<file path="src/rtl/sram_bus_pkg.sv">
package sram_bus_pkg;
    typedef enum logic [1:0] {
        SZ_BYTE = 2'd0,
        SZ_WORD = 2'd1,
        SZ_LONG = 2'd2,
        SZ_RSVD = 2'd3
    } acc_size_e;

    typedef enum logic [1:0] {
        ST_IDLE = 2'd0,
        ST_T1   = 2'd1,
        ST_TW   = 2'd2,
        ST_T2   = 2'd3
    } bus_state_e;
endpackage

</file>
<file path="src/rtl/sram_beat_plan.sv">
module sram_beat_plan
    import sram_bus_pkg::*;
#(
    parameter int AW         = 32,
    parameter int LINE_BYTES = 16,
    parameter int BEAT_W     = 4,
    parameter int LW_W       = 2
) (
    input  logic [AW-1:0]     addr,
    input  acc_size_e         size,
    input  logic              line,
    input  logic              bus32,
    input  logic [BEAT_W-1:0] beat,
    output logic [BEAT_W-1:0] nbeats,
    output logic [AW-1:0]     beat_addr,
    output logic [3:0]        lanes,
    output logic [LW_W-1:0]   line_word
);
    localparam int BEATS32 = LINE_BYTES / 4;
    localparam int BEATS16 = LINE_BYTES / 2;

    logic [AW-1:0] beat_ext;
    logic [AW-1:0] line_base;

    assign beat_ext  = AW'(beat);
    assign line_base = addr & ~AW'(LINE_BYTES - 1);

    always_comb begin
        if (line) begin
            nbeats    = bus32 ? BEAT_W'(BEATS32) : BEAT_W'(BEATS16);
            beat_addr = line_base + (bus32 ? (beat_ext << 2) : (beat_ext << 1));
            lanes     = bus32 ? 4'b1111 : 4'b0011;
        end else begin
            nbeats    = (size == SZ_LONG && !bus32) ? BEAT_W'(2) : BEAT_W'(1);
            beat_addr = addr + (beat_ext << 1);
            unique case (size)
                SZ_BYTE: lanes = bus32 ? (4'b0001 << addr[1:0]) : (4'b0001 << addr[0]);
                SZ_WORD: lanes = (bus32 && addr[1]) ? 4'b1100 : 4'b0011;
                default: lanes = bus32 ? 4'b1111 : 4'b0011;
            endcase
        end
        line_word = bus32 ? beat[LW_W-1:0] : beat[LW_W:1];
    end
endmodule

</file>
<file path="src/rtl/sram_wait_ctr.sv">
module sram_wait_ctr #(
    parameter int WAIT_W = 4
) (
    input  logic              clk,
    input  logic              rst_n,
    input  logic              load,
    input  logic [WAIT_W-1:0] load_val,
    input  logic              step,
    output logic              last
);
    logic [WAIT_W-1:0] cnt_q;

    always_ff @(posedge clk or negedge rst_n) begin
        if (!rst_n) begin
            cnt_q <= '0;
        end else if (load) begin
            cnt_q <= load_val;
        end else if (step && cnt_q > WAIT_W'(1)) begin
            cnt_q <= cnt_q - WAIT_W'(1);
        end
    end

    assign last = (cnt_q == WAIT_W'(1));
endmodule

</file>
<file path="src/rtl/sram_cs_gap.sv">
module sram_cs_gap (
    input  logic clk,
    input  logic rst_n,
    input  logic in_t2,
    output logic gap
);
    always_ff @(negedge clk or negedge rst_n) begin
        if (!rst_n) begin
            gap <= 1'b0;
        end else begin
            gap <= in_t2;
        end
    end
endmodule

</file>
<file path="src/rtl/sram_cycle_gen.sv">
module sram_cycle_gen
    import sram_bus_pkg::*;
#(
    parameter int AW         = 32,
    parameter int DW         = 32,
    parameter int WAIT_W     = 4,
    parameter int MAX_WAIT   = 10,
    parameter int LINE_BYTES = 16
) (
    input  logic              clk,
    input  logic              rst_n,
    input  logic              req_valid,
    input  logic [AW-1:0]     req_addr,
    input  logic [1:0]        req_size,
    input  logic              req_write,
    input  logic              req_line,
    input  logic [DW-1:0]     req_wdata,
    input  logic              cfg_bus32,
    input  logic [WAIT_W-1:0] cfg_wait,
    input  logic              ext_wait,
    output logic [AW-1:0]     bus_addr,
    output logic [DW-1:0]     bus_wdata,
    output logic              bs_n,
    output logic              cs_n,
    output logic              rd_n,
    output logic [3:0]        we_n,
    output logic [1:0]        line_word,
    output logic              ready
);
    localparam int BEAT_W = $clog2(LINE_BYTES / 2) + 1;
    localparam int LW_W   = $clog2(LINE_BYTES / 4);
    localparam int HALF   = DW / 2;

    bus_state_e        state_q, state_d;
    logic [AW-1:0]     addr_q;
    acc_size_e         size_q;
    logic              write_q, line_q, bus32_q;
    logic [DW-1:0]     wdata_q;
    logic [BEAT_W-1:0] beat_q, nbeats;
    logic [3:0]        lanes;
    logic [LW_W-1:0]   lw_idx;
    logic [WAIT_W-1:0] wait_eff;
    logic              last_wait, last_beat, accept, gap, cs_on;
    logic [DW-1:0]     wsrc;

    assign wait_eff  = (cfg_wait > WAIT_W'(MAX_WAIT)) ? WAIT_W'(MAX_WAIT) : cfg_wait;
    assign accept    = (state_q == ST_IDLE) && req_valid;
    assign last_beat = (beat_q == nbeats - BEAT_W'(1));

    sram_beat_plan #(.AW(AW), .LINE_BYTES(LINE_BYTES), .BEAT_W(BEAT_W), .LW_W(LW_W)) u_plan (
        .addr(addr_q), .size(size_q), .line(line_q), .bus32(bus32_q), .beat(beat_q),
        .nbeats(nbeats), .beat_addr(bus_addr), .lanes(lanes), .line_word(lw_idx)
    );

    sram_wait_ctr #(.WAIT_W(WAIT_W)) u_wait (
        .clk(clk), .rst_n(rst_n), .load(state_q == ST_T1), .load_val(wait_eff),
        .step(state_q == ST_TW), .last(last_wait)
    );

    sram_cs_gap u_gap (.clk(clk), .rst_n(rst_n), .in_t2(state_q == ST_T2), .gap(gap));

    // next-state logic
    always_comb begin
        state_d = state_q;
        unique case (state_q)
            ST_IDLE: if (req_valid) state_d = ST_T1;
            ST_T1:   state_d = (wait_eff == '0) ? ST_T2 : ST_TW;
            ST_TW:   if (last_wait && !ext_wait) state_d = ST_T2;
            ST_T2:   state_d = last_beat ? ST_IDLE : ST_T1;
            default: state_d = ST_IDLE;
        endcase
    end

    // state register and request capture
    always_ff @(posedge clk or negedge rst_n) begin
        if (!rst_n) begin
            state_q <= ST_IDLE;
            addr_q  <= '0;
            size_q  <= SZ_BYTE;
            write_q <= 1'b0;
            line_q  <= 1'b0;
            bus32_q <= 1'b1;
            wdata_q <= '0;
            beat_q  <= '0;
        end else begin
            state_q <= state_d;
            if (accept) begin
                addr_q  <= req_addr;
                size_q  <= acc_size_e'(req_size);
                write_q <= req_write;
                line_q  <= req_line;
                bus32_q <= cfg_bus32;
                wdata_q <= req_wdata;
                beat_q  <= '0;
            end else if (state_q == ST_T2 && !last_beat) begin
                beat_q <= beat_q + BEAT_W'(1);
            end
        end
    end

    // outputs
    always_comb begin
        cs_on     = (state_q != ST_IDLE);
        bs_n      = (state_q != ST_T1);
        cs_n      = !cs_on || (gap && state_q == ST_T2);
        rd_n      = !(cs_on && !write_q);
        we_n      = (cs_on && write_q) ? ~lanes : 4'b1111;
        ready     = (state_q == ST_T2) && last_beat;
        line_word = 2'(lw_idx);
        wsrc      = line_q ? req_wdata : wdata_q;
        if (bus32_q) bus_wdata = wsrc;
        else         bus_wdata = {{HALF{1'b0}}, bus_addr[1] ? wsrc[DW-1:HALF] : wsrc[HALF-1:0]};
    end


    bs_single_chk: assert property (@(posedge clk) disable iff (!rst_n) !bs_n |=> bs_n);

    ready_idle_chk: assert property (@(posedge clk) disable iff (!rst_n) ready |=> (state_q == ST_IDLE && cs_n));

    read_no_we_chk: assert property (@(posedge clk) disable iff (!rst_n) !rd_n |-> (we_n == 4'b1111));

    narrow_lanes_chk: assert property (@(posedge clk) disable iff (!rst_n)
        (!bus32_q && state_q != ST_IDLE) |-> (we_n[3:2] == 2'b11));

    ext_hold_chk: assert property (@(posedge clk) disable iff (!rst_n)
        (state_q == ST_TW && last_wait && ext_wait) |=> (state_q == ST_TW));

    line_no_idle_chk: assert property (@(posedge clk) disable iff (!rst_n)
        (state_q == ST_T2 && line_q && !ready) |=> (!bs_n && !cs_n));
endmodule

</file>
<file path="config.mk">
export PLATFORM = sky130hd
export DESIGN_NAME = sram_cycle_gen
export DESIGN_NICKNAME = d
export VERILOG_FILES = /design/src/rtl/sram_bus_pkg.sv /design/src/rtl/sram_beat_plan.sv /design/src/rtl/sram_wait_ctr.sv /design/src/rtl/sram_cs_gap.sv /design/src/rtl/sram_cycle_gen.sv
export SDC_FILE = /design/constraint.sdc
export NUM_CORES = 1
export LEC_CHECK = 0
export ABC_AREA = 1
export CAP_MARGIN = 20
export CORE_MARGIN = 2
export CORE_UTILIZATION = 30
export DETAILED_ROUTE_END_ITERATION = 16
export PLACE_DENSITY = 0.52
export SLEW_MARGIN = 20
export SYNTH_ARGS = -nofsm -noshare
export SYNTH_HDL_FRONTEND = slang
export SYNTH_SLANG_ARGS = --single-unit
</file>
<file path="constraint.sdc">
create_clock -name clk -period 3.1 [get_ports clk]
set_input_delay 0.62 -clock clk [delete_from_list [all_inputs] [get_ports clk]]
set_output_delay 0.62 -clock clk [all_outputs]
set_load 0.01 [all_outputs]
</file>
==> results of run 1 <==
## where the power goes
| part | total (W) | leakage, nW | switching, W | internal (W) |
|---|---|---|---|---|
| logic | 0.00457 | 2.70 | 0.00252 | 0.00205 |
| registers | 0.00198 | 0.954 | 0.000434 | 0.00154 |
| clock network | 0.00112 | 0.145 | 0.000469 | 0.000649 |
| total | 0.00766 | 3.80 | 0.00342 | 0.00424 |
## logic make-up (layout without fill, tap and decap cells)
logic type / count (synthesis) / in the layout / share of synthesized area
other: 0 / 1 / 0
AND/OR/NAND/NOR: 399 / 399 / 0.3125
XOR/XNOR: 15 / 15 / 0.02401
multiplexers: 18 / 18 / 0.03704
flip-flops: 80 / 80 / 0.3660
buffers and inverters: 131 / 295 / 0.09831
adder cells (fa/ha/maj): 15 / 15 / 0.03704
AO/OA/AOI/OAI: 134 / 134 / 0.1251
## layer usage
metal  share of wire  track usage
met1            0.46       0.2301
met3           0.072      0.05905
met5               0            0
met2            0.45       0.2803
met4           0.016      0.04572
## registers in the layout (all words and copies together) (netlist names)
register,count
wdata_q,32
write_q,1
bus32_q,1
state_q,2
size_q,2
beat_q,4
u_gap.gap,1
addr_q,32
u_wait.cnt_q,4
line_q,1
## timing repair
action | 4_1_cts | 5_1_grt
endpoints found under the setup margin | 35 | 34
pin swaps | 4 | 16
setup buffers | 3 | 4
resized for setup | 53 | 58
gates cloned | 0 | 0
## cells in the mapped netlist, types with 2 or more instances
library cell,count
nand2_1,234
o21ai_0,100
inv_1,98
dfrtp_1,78
nor2_1,75
nand3_1,40
a21oi_1,24
mux2_2,18
clkbuf_1,16
ha_1,13
nand4_1,13
buf_2,12
xor2_1,9
nor3_1,8
nand2_2,6
nor2_2,6
xnor2_1,6
nand3b_1,5
o21ai_1,5
nor2_4,3
buf_4,2
fa_1,2
nand3_2,2
nor3b_1,2
o21ai_2,2
or2_2,2
## cell type report
class	count	area (sq um)
Multi-Input combinational cell	581	3042
Fill cell	1893	10180
Timing Repair Buffer	180	1698
Clock buffer	10	239.0
Antenna cell	1	2.502
Tap cell	229	286.5
Clock inverter	6	67.56
Inverter	99	385.4
Sequential cell	80	2004
## through the flow
stage	total power [W]	instances	TNS (ns)	setup WS, ns	instance area, sq um
floorplan	0.004503	792	0	0.4177	5473
global placement	0.006602	1162	-0.1100	-0.08710	7303
detailed placement	0.006614	1162	-0.1102	-0.08363	7303
CTS	0.007683	1181	-0.06520	-0.06321	7625
global route	0.008390	1185	-0.3338	-0.1277	7722
finish	0.007662	1186	-0.04928	-0.04928	7725
## critical path, delay by kind of cell (launching register included)
kind                   cells  cell delay (ns)
DFF                        1             0.38
and+or+nand+nor            2             0.13
buffers and inverters      1             0.12
## worst paths after layout
| check | start | to | slack (ns) | depth (start not counted) |
|---|---|---|---|---|
| setup / recovery | u_gap.gap | cs_n | -0.05 | 3 |
| hold / removal | rst_n | addr_q[5] | 0.39 | 2 |
| min in group clk | wdata_q[31] | wdata_q[31] | 0.48 | 2 |
| setup reg to reg | state_q[0] | u_gap.gap | 0.59 | 1 |
| hold reg to reg | wdata_q[31] | wdata_q[31] | 0.48 | 2 |
| max in group asynchronous | rst_n | u_gap.gap | 1.45 | 1 |
==> impl_metrics.csv, run 1 <==
group,metric,value,unit
floorplan,core-area,17900,sq um
sta,slew_viol_final,0,
critical_path,critPathRequiredTime,2.48,ns
floorplan,die_y,139.1,um
finish,final_util,0.4315,
sta,holdWs,0.3896,ns
sta,hold_violations,0,
run_status,status,"finished, violations left",
critical_path,startpoint_type,"flip-flop",
synth,async_flop_share,1.000,
run_status,violations,"setup timing",
floorplan,start_util,0.3057,
global_route,grt_pass1_vias,5351,
synth,yosys.area.top_type_share,0.3567,
finish,layout_commonest_cell,"nand2_1",
global_route,grt_pass1_wl,27520,um
min_path,holdCritPathClass,"input port to asynchronous set/reset pin",
finish,drive_above_1_share,0.1360,
global_route,antenna_found_initial,0,
critical_path,crit_type,"flip-flop to output pin",
power,power_density,991.9,nW/um^2
sta,fin_ws,-0.04928,ns
critical_path,path_cells,"nand2_1 -> nand2_1 -> buf_2",
floorplan,die-width,139.1,um
route,drt-initial-drc-count,244,
clock_tree,cts_hold_buf,0,
clock_tree,cts_root_buf,"clkbuf_16",
global_route,grt-ovfl-total,0,
floorplan,num_rows,49,
route,first_pass_iters,5,
finish,mostFrequentLayoutCells,"nand2_1, clkdlybuf4s50_1, o21ai_0",
floorplan,num_io_pins,151,
synth,syn_area,5473,sq um
critical_path,slowest_delay,0.38,ns
clock_tree,clock-sinks,80,
sta,slew-limit-headroom,0.5431,
critical_path,crit_top_cell,"nand2_1",
route,remaining_drc_errors,0,
run,drv_cap,0,
sta,skew,0.009310,ns
synth,ys_seq_elements,80,
synth,synth_area_per_cell,6.910,sq um
synth,synthTopCellsByArea,"dfrtp_1, nand2_1, o21ai_0",
finish,syn2layout_area_growth,41.15,%
place,hpwl,12460,um
sta,finalSetupViolations,1,
synth,synth_cells,792,
route,avgViaCountPerCell,4.612,
synth,ys.flop_type,"dfrtp_1",
place,portBuffers,150,
sta,worst_slew_pin_slew,0.6853,ns
global_route,track_usage,0.1759,
synth,synth_edf_count,0,
power,ir_drop,0.5004,mV
floorplan,dieArea,19340,sq um
power,p_leak,3.798,nW
critical_path,critPathMaxFanout,1,
critical_path,end_kind,"output pin",
clock_tree,cts.clk_slew.worst_paths,0.06,ns
route,ant_nets,0,
synth,ys_seq_area_frac,0.3660,
route,wl,16800,um
route,wl_per_cell,14.17,um
route,vias,5470,
critical_path,cp.arrival,2.53,ns
clock_tree,htree_levels,3,
clock_tree,ctsLongestPathBuffers,2,
sta,rsz0062_at_grt,"true",
finish,fin_nets,1043,
clock_tree,cts_buffers,9,
synth,yosysWarnings,0,
synth,yosysTopAreaCell,"dfrtp_1",
place,place.gp.congestion,0.8645,
clock_tree,clk_latency,0.35,ns
synth,syn-num-nets,884,
critical_path,critPathSlowestCell,"dfrtn_1",
synth,yosysUniqueCellTypes,37,
clock_tree,cts_tree,"built",
global_route,grt_max_degree,58,
Note: power is estimated with default switching activity, not from simulation.
==> run 2, diff against run 1 <==
==> constraint.sdc (replaced) <==
create_clock -name clk -period 4 [get_ports clk]
set_input_delay 0.8 -clock clk [delete_from_list [all_inputs] [get_ports clk]]
set_output_delay 0.8 -clock clk [all_outputs]
set_load 0.01 [all_outputs]
==> run 2 against run 1 <==
Compared with the run above:
- the run now ends clean
- critical endpoint unchanged
- register-to-register slack improved by 0.46 ns
- global-route usage fell by 0.30 points
- clock power fell by 24%
- wire length fell by 2.5%
- non-clock buffer count fell by 18
- first-iteration DRC count rose by 35%
- count of clock-buffer cells in the layout rose by 1
- worst setup slack improved by 0.13 ns
- worst hold slack improved by 0.095 ns
- sequential power fell by 21%
- clock skew fell by 0.0026 ns
==> impl_metrics.csv, run 2 (synthesis results as in run 1) <==
group,metric,value,unit
run_status,status,"complete, no violations",
route,wl_per_cell,14.03,um
clock_tree,cts.clk_slew.worst_paths,0.05,ns
floorplan,die_y,139.1,um
power,swShare,0.4372,
sta,rsz0062_at_grt,"false",
sta,worst_slew_pin_slew,0.7069,ns
global_route,grt_pass1_vias,5194,
finish,layout_commonest_cell,"nand2_1",
route,first_pass_iters,4,
power,ir_drop,0.3315,mV
place,dp_cells,1148,
place,post-place-ws,0.1959,ns
finish,finalNonFillerCells,1168,
sta,slew-limit-headroom,0.5287,
critical_path,crit_type,"flip-flop to output pin",
clock_tree,clock-sinks,80,
finish,drive_above_1_share,0.07783,
route,remaining_drc_errors,0,
clock_tree,htree_levels,3,
sta,fin_ws,0.08093,ns
sta,setup_tns,0,ns
power,seqPwrFrac,0.270,
global_route,grt_pass1_wl,26980,um
route,vias,5332,
finish,syn2layout_area_growth,36.97,%
critical_path,cp.arrival,3.12,ns
global_route,track_usage,0.1729,
critical_path,startpoint_type,"flip-flop",
run,drv_cap,0,
floorplan,dieArea,19340,sq um
global_route,grt_max_degree,64,
floorplan,num_rows,49,
floorplan,num_io_pins,151,
route,drt-initial-drc-count,330,
place,portBuffers,150,
route,ant_nets,0,
floorplan,start_util,0.3057,
power,p_comb_frac,0.585,
power,power_density,778.4,nW/um^2
sta,slew_viol_final,0,
place,place.gp.congestion,0.8715,
sta,skew,0.006706,ns
critical_path,critPathRequiredTime,3.20,ns
power,p_clk_frac,0.145,
global_route,antenna_found_initial,1,
finish,mostFrequentLayoutCells,"nand2_1, clkdlybuf4s50_1, o21ai_0",
sta,finalSetupViolations,0,
critical_path,critPathMaxFanout,1,
power,p_leak,3.592,nW
critical_path,end_kind,"output pin",
global_route,grt-ovfl-total,0,
floorplan,core-area,17900,sq um
route,avgViaCountPerCell,4.565,
place,hpwl,12300,um
power,internal_power,0.003284,W
clock_tree,cts_root_buf,"clkbuf_16",
clock_tree,ctsLongestPathBuffers,2,
clock_tree,clk_latency,0.34,ns
clock_tree,cts_tree,"built",
floorplan,die-width,139.1,um
finish,fin_nets,1025,
finish,top_regs,"addr_q x32, wdata_q x32",
power,p_sw,0.002551,W
route,wl,16390,um
sta,hold_violations,0,
clock_tree,cts_buffers,9,
min_path,holdCritPathClass,"flip-flop to flip-flop",
run 2: cell types whose count changed in the layout (fill, tap and decap cells not counted), sizes merged:
cell	before	now
buf	37	13
clkdlybuf4s50	113	148
clkinv	2	3
clkbuf	18	11
dlygate4sd2	11	1
clkinvlp	3	1
clkdlybuf4s15	3	0
dlymetal6s2s	8	0
run 2: final timing paths:
check | from | to | slack (ns) | depth (start not counted)
worst max-delay path | u_gap.gap | cs_n | 0.08 | 3
worst min-delay path | wdata_q[2] | wdata_q[2] | 0.48 | 2
worst max register to register | state_q[0] | u_gap.gap | 1.05 | 1
worst min register to register | wdata_q[2] | wdata_q[2] | 0.48 | 2
max in group asynchronous | rst_n | u_gap.gap | 1.70 | 1
min in group asynchronous | rst_n | addr_q[18] | 0.63 | 2
run 2: timing repair:
item | in CTS | in global routing
hold buffers | 0 | 0
buffers inserted | 0 | 3
gates resized for setup | 1 | 0
endpoints found under the setup margin | 1 | 3
run 2: worst max-delay path, stage by stage (launching register included):
cell and delay (ns):
dfrtn_1 0.39, nand2_1 0.05, nand2_1 0.07, dlygate4sd2_1 0.26
run 2: final cells by class:
type / instances / area [sq um]
Fill cell: 1954 / 10410
Clock buffer: 11 / 242.7
Inverter: 99 / 376.6
Multi-Input combinational cell: 581 / 2939
Timing Repair Buffer: 162 / 1588
Antenna cell: 1 / 2.502
Tap cell: 229 / 286.5
Sequential cell: 80 / 2004
Clock inverter: 5 / 56.30
run 2: per-layer routing:
layer / GRT usage / vias to the layer above / wire length, um
li1: - / 2798 / -
met1: 0.2365 / 2374 / 7874
met2: 0.2629 / 141 / 6988
met3: 0.05007 / 19 / 1217
met4: 0.05795 / 0 / 306
met5: 0 / - / 0
run 2: stage by stage:
stage / utilization / instance area (sq um) / hold WS [ns] / total power, W
2_1_floorplan: - / 5473 / 0.4478 / 0.003490
3_3_place_gp: 0.4007 / 7173 / 0.4608 / 0.005012
3_5_place_dp: 0.4007 / 7173 / 0.4737 / 0.005017
4_1_cts: 0.4173 / 7471 / 0.4902 / 0.005903
5_1_grt: 0.4186 / 7493 / 0.5076 / 0.006391
6_report: 0.4187 / 7496 / 0.4842 / 0.005835
run 2: power groups by stage:
| stage | Sequential (W) | Combinational [W] | Clock (W) |
|---|---|---|---|
| 6_report | 0.00157 | 0.00341 | 0.000849 |
| 5_1_grt | 0.00163 | 0.00384 | 0.000917 |
| 4_1_cts | 0.00158 | 0.00344 | 0.000882 |
| 3_5_place_dp | 0.00159 | 0.00343 | 0 |
| 3_3_place_gp | 0.00159 | 0.00342 | 0 |
| 2_1_floorplan | 0.00142 | 0.00207 | 0 |
